[src/rtl/vwr_pkg.sv]
package vwr_pkg;
  // Bit positions inside the outgoing event words, decoded by the serialiser
  localparam int EVT_W          = 32;
  localparam int HOST_ACK_BIT   = 27;
  localparam int BOOT_STAT_BIT  = 23;
  localparam int BOOT_DONE_BIT  = 20;
  localparam int OOB_ACK_BIT    = 16;
  localparam int SUS_ACK_BIT    = 20;

  // Indices of the handshake lanes
  localparam int LANE_HOST = 0;
  localparam int LANE_OOB  = 1;
  localparam int LANE_SUS  = 2;
  localparam int NUM_LANES = 3;

  typedef enum logic [1:0] {
    SEQ_IDLE    = 2'd0,
    SEQ_HOLD    = 2'd1,
    SEQ_RELEASE = 2'd2
  } seq_state_t;
endpackage

[src/rtl/vwr_ack_cell.sv]
module vwr_ack_cell (
  input  logic clk,
  input  logic rst,
  input  logic clr,
  input  logic allow,
  input  logic warn,
  input  logic gate,
  output logic ack
);
  logic ack_q;

  always_ff @(posedge clk) begin
    if (rst || clr || !warn) begin
      ack_q <= 1'b0;
    end else if (allow && gate) begin
      ack_q <= 1'b1;
    end
  end

  assign ack = ack_q;

  // an ack only rises after its warn and its quiesce gate were high
  ack_rise_chk: assert property (@(posedge clk) disable iff (rst)
    $rose(ack) |-> ($past(warn) && $past(gate)));


  ack_drop_chk: assert property (@(posedge clk) disable iff (rst)
    !warn |=> !ack);


  ack_clear_chk: assert property (@(posedge clk) disable iff (rst)
    clr |=> !ack);
endmodule

[src/rtl/vwr_reset_seq.sv]
module vwr_reset_seq
  import vwr_pkg::*;
#(
  parameter int SRST_W       = 8,
  parameter int SRST_LOW_CYC = 4
) (
  input  logic              clk,
  input  logic              rst,
  input  logic              hw_pulse,
  output logic [SRST_W-1:0] srst_field,
  output logic              busy
);
  localparam int CNT_W = $clog2(SRST_LOW_CYC + 1);
  localparam logic [CNT_W-1:0] LAST_CNT = CNT_W'(SRST_LOW_CYC - 1);

  seq_state_t        state_q;
  logic [CNT_W-1:0]  cnt_q;
  logic [SRST_W-1:0] field_q;

  always_ff @(posedge clk) begin
    if (rst) begin
      state_q <= SEQ_IDLE;
      cnt_q   <= '0;
      field_q <= '1;
    end else if (hw_pulse) begin
      state_q <= SEQ_HOLD;
      cnt_q   <= '0;
      field_q <= '0;
    end else begin
      case (state_q)
        SEQ_HOLD: begin
          if (cnt_q == LAST_CNT) begin
            state_q <= SEQ_RELEASE;
            field_q <= '1;
          end else begin
            cnt_q <= cnt_q + 1'b1;
          end
        end
        SEQ_RELEASE: state_q <= SEQ_IDLE;
        default:     state_q <= SEQ_IDLE;
      endcase
    end
  end

  assign srst_field = field_q;
  assign busy       = (state_q != SEQ_IDLE);


  srst_low_chk: assert property (@(posedge clk) disable iff (rst)
    hw_pulse |=> (srst_field == '0));

  // the field returns high while the block is still busy
  srst_release_chk: assert property (@(posedge clk) disable iff (rst)
    ($past(srst_field) == '0 && srst_field == '1) |-> busy);
endmodule

[src/rtl/vwr_boot_flags.sv]
module vwr_boot_flags (
  input  logic clk,
  input  logic rst,
  input  logic clr,
  input  logic allow,
  input  logic pwr_off,
  output logic boot_done,
  output logic boot_status
);
  logic done_q;
  logic stat_q;

  always_ff @(posedge clk) begin
    if (rst || clr || pwr_off) begin
      done_q <= 1'b0;
      stat_q <= 1'b0;
    end else if (allow && !stat_q) begin
      done_q <= 1'b1;
      stat_q <= 1'b1;
    end
  end

  assign boot_done   = done_q;
  assign boot_status = stat_q;


  boot_pair_chk: assert property (@(posedge clk) disable iff (rst)
    boot_done == boot_status);


  boot_pwroff_chk: assert property (@(posedge clk) disable iff (rst)
    pwr_off |=> !boot_done);
endmodule

[src/rtl/vwr_plat_rst_track.sv]
module vwr_plat_rst_track (
  input  logic clk,
  input  logic rst,
  input  logic upd,
  input  logic lvl,
  output logic val,
  output logic known,
  output logic chg
);
  logic val_q, known_q, chg_q;

  always_ff @(posedge clk) begin
    if (rst) begin
      val_q   <= 1'b0;
      known_q <= 1'b0;
      chg_q   <= 1'b0;
    end else if (upd) begin
      val_q   <= lvl;
      known_q <= 1'b1;
      chg_q   <= !known_q || (val_q != lvl);
    end else begin
      chg_q   <= 1'b0;
    end
  end

  assign val   = val_q;
  assign known = known_q;
  assign chg   = chg_q;


  chg_known_chk: assert property (@(posedge clk) disable iff (rst)
    chg |-> known);


  first_report_chk: assert property (@(posedge clk) disable iff (rst)
    $rose(known) |-> chg);


  chg_single_chk: assert property (@(posedge clk) disable iff (rst)
    chg |=> (!chg || $past(upd)));
endmodule

[src/rtl/vw_handshake_responder.sv]
module vw_handshake_responder
  import vwr_pkg::*;
#(
  parameter int SRST_W       = 8,
  parameter int SRST_LOW_CYC = 4
) (
  input  logic              clk,
  input  logic              rst,
  input  logic              host_rst_warn,
  input  logic              oob_rst_warn,
  input  logic              sus_warn,
  input  logic              periph_quiesced,
  input  logic              oob_quiesced,
  input  logic              pwr_off,
  input  logic              hw_reset_pulse,
  input  logic              plat_rst_lvl,
  input  logic              plat_rst_upd,
  output logic [EVT_W-1:0]  evt_word0,
  output logic [EVT_W-1:0]  evt_word1,
  output logic [SRST_W-1:0] soft_rst_field,
  output logic              plat_rst_val,
  output logic              plat_rst_known,
  output logic              plat_rst_chg
);
  logic                 seq_busy;
  logic                 allow;
  logic [NUM_LANES-1:0] warn_vec;
  logic [NUM_LANES-1:0] gate_vec;
  logic [NUM_LANES-1:0] ack_vec;
  logic                 boot_done, boot_status;

  assign allow = !seq_busy && !hw_reset_pulse;

  assign warn_vec[LANE_HOST] = host_rst_warn;
  assign warn_vec[LANE_OOB]  = oob_rst_warn;
  assign warn_vec[LANE_SUS]  = sus_warn;
  assign gate_vec[LANE_HOST] = periph_quiesced;
  assign gate_vec[LANE_OOB]  = oob_quiesced;
  assign gate_vec[LANE_SUS]  = 1'b1;

  vwr_reset_seq #(
    .SRST_W       (SRST_W),
    .SRST_LOW_CYC (SRST_LOW_CYC)
  ) seq_i (
    .clk        (clk),
    .rst        (rst),
    .hw_pulse   (hw_reset_pulse),
    .srst_field (soft_rst_field),
    .busy       (seq_busy)
  );

  for (genvar g = 0; g < NUM_LANES; g++) begin : g_lane
    vwr_ack_cell cell_i (
      .clk   (clk),
      .rst   (rst),
      .clr   (hw_reset_pulse),
      .allow (allow),
      .warn  (warn_vec[g]),
      .gate  (gate_vec[g]),
      .ack   (ack_vec[g])
    );
  end

  vwr_boot_flags boot_i (
    .clk         (clk),
    .rst         (rst),
    .clr         (hw_reset_pulse),
    .allow       (allow),
    .pwr_off     (pwr_off),
    .boot_done   (boot_done),
    .boot_status (boot_status)
  );

  vwr_plat_rst_track plat_i (
    .clk   (clk),
    .rst   (rst),
    .upd   (plat_rst_upd),
    .lvl   (plat_rst_lvl),
    .val   (plat_rst_val),
    .known (plat_rst_known),
    .chg   (plat_rst_chg)
  );

  always_comb begin
    evt_word0                = '0;
    evt_word0[HOST_ACK_BIT]  = ack_vec[LANE_HOST];
    evt_word0[OOB_ACK_BIT]   = ack_vec[LANE_OOB];
    evt_word0[BOOT_DONE_BIT] = boot_done;
    evt_word0[BOOT_STAT_BIT] = boot_status;
    evt_word1                = '0;
    evt_word1[SUS_ACK_BIT]   = ack_vec[LANE_SUS];
  end

  // nothing is raised while the soft-reset sequence is running
  quiet_busy_chk: assert property (@(posedge clk) disable iff (rst)
    seq_busy |-> (evt_word1 == '0 && !evt_word0[HOST_ACK_BIT]));
endmodule

[config.mk]
export PLATFORM = sky130hd
export DESIGN_NAME = vw_handshake_responder
export DESIGN_NICKNAME = d
export VERILOG_FILES = /design/src/rtl/vwr_pkg.sv /design/src/rtl/vwr_ack_cell.sv /design/src/rtl/vwr_reset_seq.sv /design/src/rtl/vwr_boot_flags.sv /design/src/rtl/vwr_plat_rst_track.sv /design/src/rtl/vw_handshake_responder.sv
export SDC_FILE = /design/constraint.sdc
export NUM_CORES = 1
export LEC_CHECK = 0
export BUFFER_PORTS_ARGS = -buffer_cell sky130_fd_sc_hd__clkbuf_2
export CORE_MARGIN = 2
export CORE_UTILIZATION = 42
export DETAILED_ROUTE_END_ITERATION = 7
export GPL_TIMING_DRIVEN = 0
export HOLD_SLACK_MARGIN = 0.08
export PLACE_DENSITY = 0.93
export RECOVER_POWER = 50
export SYNTH_ARGS = -nofsm -noshare
export SYNTH_HDL_FRONTEND = slang
export SYNTH_SLANG_ARGS = --single-unit
[constraint.sdc]
create_clock -name clk -period 2.6 [get_ports clk]
set_input_delay 0.13 -clock clk [delete_from_list [all_inputs] [get_ports clk]]
set_output_delay 0.13 -clock clk [all_outputs]
set_load 0.01 [all_outputs]
==> summary.log <==
[status] run status complete, no violations
[global_route] Total Routing Usage GR 0.108
[global_route] initial antenna violation count 0
[finish] commonest cells after routing, fill and taps aside sky130_fd_sc_hd__buf_4, sky130_fd_sc_hd__conb_1, sky130_fd_sc_hd__clkbuf_2, sky130_fd_sc_hd__dfxtp_1, sky130_fd_sc_hd__clkbuf_1
[cts] CTS buffer count 3
[critical_path] Worst Setup End Kind flip-flop
[sta] number of hold-slack violations in the final timing report 0
[pwr] leakage power 0.952 nW
[sta] final count of negative-setup-slack endpoints 0
[pwr] switching portion of total power 0.292
[finish] final antenna diode count 0
[yosys] cells taking the most area after synthesis sky130_fd_sc_hd__buf_4, sky130_fd_sc_hd__dfxtp_1, sky130_fd_sc_hd__o211a_1
[yosys] share of the yosys chip area belonging to registers 0.235
[yosys] Avg Cell Area, Syn 9.07 µm²
[critical_path] reg2reg path depth 4
[route] first-pass detailed-route iteration total 4
[sta] accumulated negative setup slack 0 ns
[critical_path] type of the setup path with the least slack flip-flop to flip-flop
[route] detailed-route DRC error count 0
[sta] fraction of the cycle the final worst path needs 0.574
[route] remaining antenna violation count 0
[sta] number of max-slew violations in the final report 0
[cts] Worst-path clk slew 0.08 ns
[critical_path] endpoint of the worst-slack reg-to-reg timing path seq_i.cnt_q[0]$_SDFFE_PP0P_
[route] average wire length per cell after detail routing 7.30 µm
[pwr] Flop pwr share 0.420
[placed_design] gp weighted congestion 0.748
[critical_path] startpoint type of the worst setup path flip-flop
[yosys] synthesis-stage register bit count 13
[floorplanning] chip height 55.3 µm
[floorplanning] Die Footprint 3060 µm²
[finish] commonest non-fill, non-tap cell in the layout sky130_fd_sc_hd__buf_4
[critical_path] Worst Path Max Fanout 3
[critical_path] critical register-to-register path startpoint seq_i.cnt_q[0]$_SDFFE_PP0P_
[sta] Clock Skews 0.00185 ns
[yosys] post-synthesis instance total 122
[global_route] number of global-route vias before repair 655
[yosys] number of distinct library cells after synthesis 24
[floorplanning] standard cell core area 2480 µm²
[route] violation count after the first detailed-routing iteration 8
[floorplanning] Die Wd 55.3 µm
[pwr] internal power summed over all cells 0.000363 W
[critical_path] data required time of the worst path 2.76 ns
[cts] maximum root-to-sink buffer count 2
[min_path] Worst Hold Endpoint g_lane[2].cell_i.ack$_SDFFE_PP0P_
[sta] fmax 670 MHz
[min_path] Worst Hold Path Cells 2
[cts] depth of the CTS H-tree 1
[critical_path] signal arrival time at the worst endpoint 1.65 ns
[cts] CTS sink count 13
[yosys] biggest area consumer among synthesized cells sky130_fd_sc_hd__buf_4
[global_route] pin count of the biggest net entering global routing 11
[pwr] Clock power frac 0.235
[route] sum of routed wire length over all layers 1770 µm
[floorplanning] number of placed I/O pins 86
[critical_path] launch point of the worst path seq_i.cnt_q[0]$_SDFFE_PP0P_
[placed_design] I/O Buffers 26
[sta] Period minus WS final 1.49 ns
[cts] library cell used as clock root buffer sky130_fd_sc_hd__clkbuf_4
[min_path] Worst Min Path Start sus_warn
[yosys] share of Yosys cell area claimed by the top area cell type 0.482
[route] detailed-route vias per instance 3.38
[sta] unrepaired setup endpoints after global routing no
[floorplanning] Cell Rows 18
[cts] clock latency of the later-clocked register in the worst-skew pair 0.27 ns
[pwr] peak supply drop 0.189 mV
[placed_design] placed wire-length estimate 1520 µm
[finish] Synth-to-Final Area Change 38.1%
[finish] layout net count 227
[finish] fraction of layout instances using a drive strength above 1 0.467
[pwr] post-layout power 0.000513 W
[route] routed via count 819
[pwr] power density relative to cell area 336 nW/µm²
[yosys] number of warnings issued by yosys 0
[finish] FILL cells 225
[floorplanning] initial core utilization 0.446
[critical_path] setup slack of the most critical reg-to-reg path 1.11 ns
[min_path] class of the most critical hold timing path primary input to flip-flop
[global_route] global-route wire length before repair 2760 µm
[yosys] combined area of all synthesized cells 1110 µm²
[cts] clock tree from TritonCTS built
[global_route] GR Overflow Total 0
[pwr] power share of the combinational group 0.345
[job] number of maximum-capacitance violations 0
[pwr] power spent charging and discharging nets 0.000150 W
[power by group through the flow]
stage / combinational (W) / clock [W] / sequential, W
floorplan: 0.000145 / 0 / 0.000220
global placement: 0.000170 / 0 / 0.000219
detailed placement: 0.000172 / 0 / 0.000220
CTS: 0.000175 / 0.000124 / 0.000215
global route: 0.000192 / 0.000133 / 0.000217
finish: 0.000177 / 0.000121 / 0.000215
[sequential cells by signal, indices dropped and copies added (netlist names)]
signal             count
seq_i.srst_field       1
g_lane.cell_i.ack      3
plat_i.chg             1
seq_i.cnt_q            3
plat_i.known           1
boot_i.boot_done       1
plat_i.val             1
seq_i.state_q          2
[worst max-delay path by stage]
stage / endpoint / slack (ns) / cells after the start
floorplan: seq_i.cnt_q[0]$_SDFFE_PP0P_ / 1.21 / 4
global placement: seq_i.cnt_q[1]$_SDFFE_PP0P_ / 1.14 / 4
detailed placement: seq_i.cnt_q[0]$_SDFFE_PP0P_ / 1.12 / 4
CTS: seq_i.cnt_q[0]$_SDFFE_PP0P_ / 1.10 / 4
global route: seq_i.cnt_q[0]$_SDFFE_PP0P_ / 1.03 / 4
finish: seq_i.cnt_q[0]$_SDFFE_PP0P_ / 1.11 / 4
[layout make-up]
class	count	area (µm²)	area share
Tap cell	30	37.5	0.0246
Buffer	73	543	0.355
Sequential cell	13	260	0.170
Multi-Input combinational cell	92	513	0.336
Clock buffer	4	26.3	0.0172
Timing Repair Buffer	28	140	0.0917
Inverter	2	7.51	0.00491
[cells by family (layout without fill, tap and decap cells)]
logic type      after synthesis  after routing  share of synthesized area
buf+inv                      75            107                      0.498
compound gates                8              8                     0.0600
xor+xnor                      1              1                    0.00792
other cells                   1             59                    0.00339
fa+ha+maj                     3              3                     0.0339
flops                        13             13                      0.235
simple gates                 18             18                      0.126
mux                           3              3                     0.0362
[synth_stat cells]
cell / instances
sky130_fd_sc_hd__dfxtp_1: 13
sky130_fd_sc_hd__mux2_4: 2
sky130_fd_sc_hd__buf_2: 2
sky130_fd_sc_hd__o21a_1: 1
sky130_fd_sc_hd__a211o_1: 1
sky130_fd_sc_hd__o211a_1: 4
sky130_fd_sc_hd__nor2_2: 1
sky130_fd_sc_hd__nor2_1: 3
sky130_fd_sc_hd__a21oi_1: 2
sky130_fd_sc_hd__xnor2_1: 1
sky130_fd_sc_hd__ha_1: 3
sky130_fd_sc_hd__or3b_1: 1
sky130_fd_sc_hd__buf_4: 71
sky130_fd_sc_hd__mux2i_1: 1
sky130_fd_sc_hd__and4b_2: 1
sky130_fd_sc_hd__nor4b_1: 2
sky130_fd_sc_hd__nor4bb_1: 1
sky130_fd_sc_hd__nor3b_1: 3
sky130_fd_sc_hd__nand4bb_1: 1
sky130_fd_sc_hd__conb_1: 1
sky130_fd_sc_hd__inv_1: 2
sky130_fd_sc_hd__nor3_1: 3
sky130_fd_sc_hd__nor3b_4: 1
sky130_fd_sc_hd__nand2b_1: 1
[routing by layer]
metal / GRT usage / wire (µm)
met5: 0 / 0
met4: 0.0418 / 0
met2: 0.207 / 947
met3: 0.00937 / 158
met1: 0.120 / 661
[stage by stage]
stage	area, µm²	worst slack, ns	utilization	hold slack [ns]	std cells
after global routing	1530	1.03	0.617	0.0800	242
final	1530	1.11	0.617	0.0872	242
after global placement	1490	1.14	0.602	0.353	236
after CTS	1540	1.10	0.621	0.0836	242
after floorplan	1320	1.21	-	0.251	180
after detailed placement	1490	1.12	0.602	0.358	236
[critical path, cell delays in order, from the launching register on]
cell and delay [ns]:
sky130_fd_sc_hd__dfxtp_1 0.33, sky130_fd_sc_hd__ha_1 0.22, sky130_fd_sc_hd__ha_1 0.24, sky130_fd_sc_hd__nor3b_4 0.27, sky130_fd_sc_hd__mux2_4 0.32
[repair_timing]
item	CTS	global route
resized for setup	0	0
hold buffers	2	0
buffers inserted	0	0
hold endpoints to repair	2	0
Power figures use the tool's default switching activity.
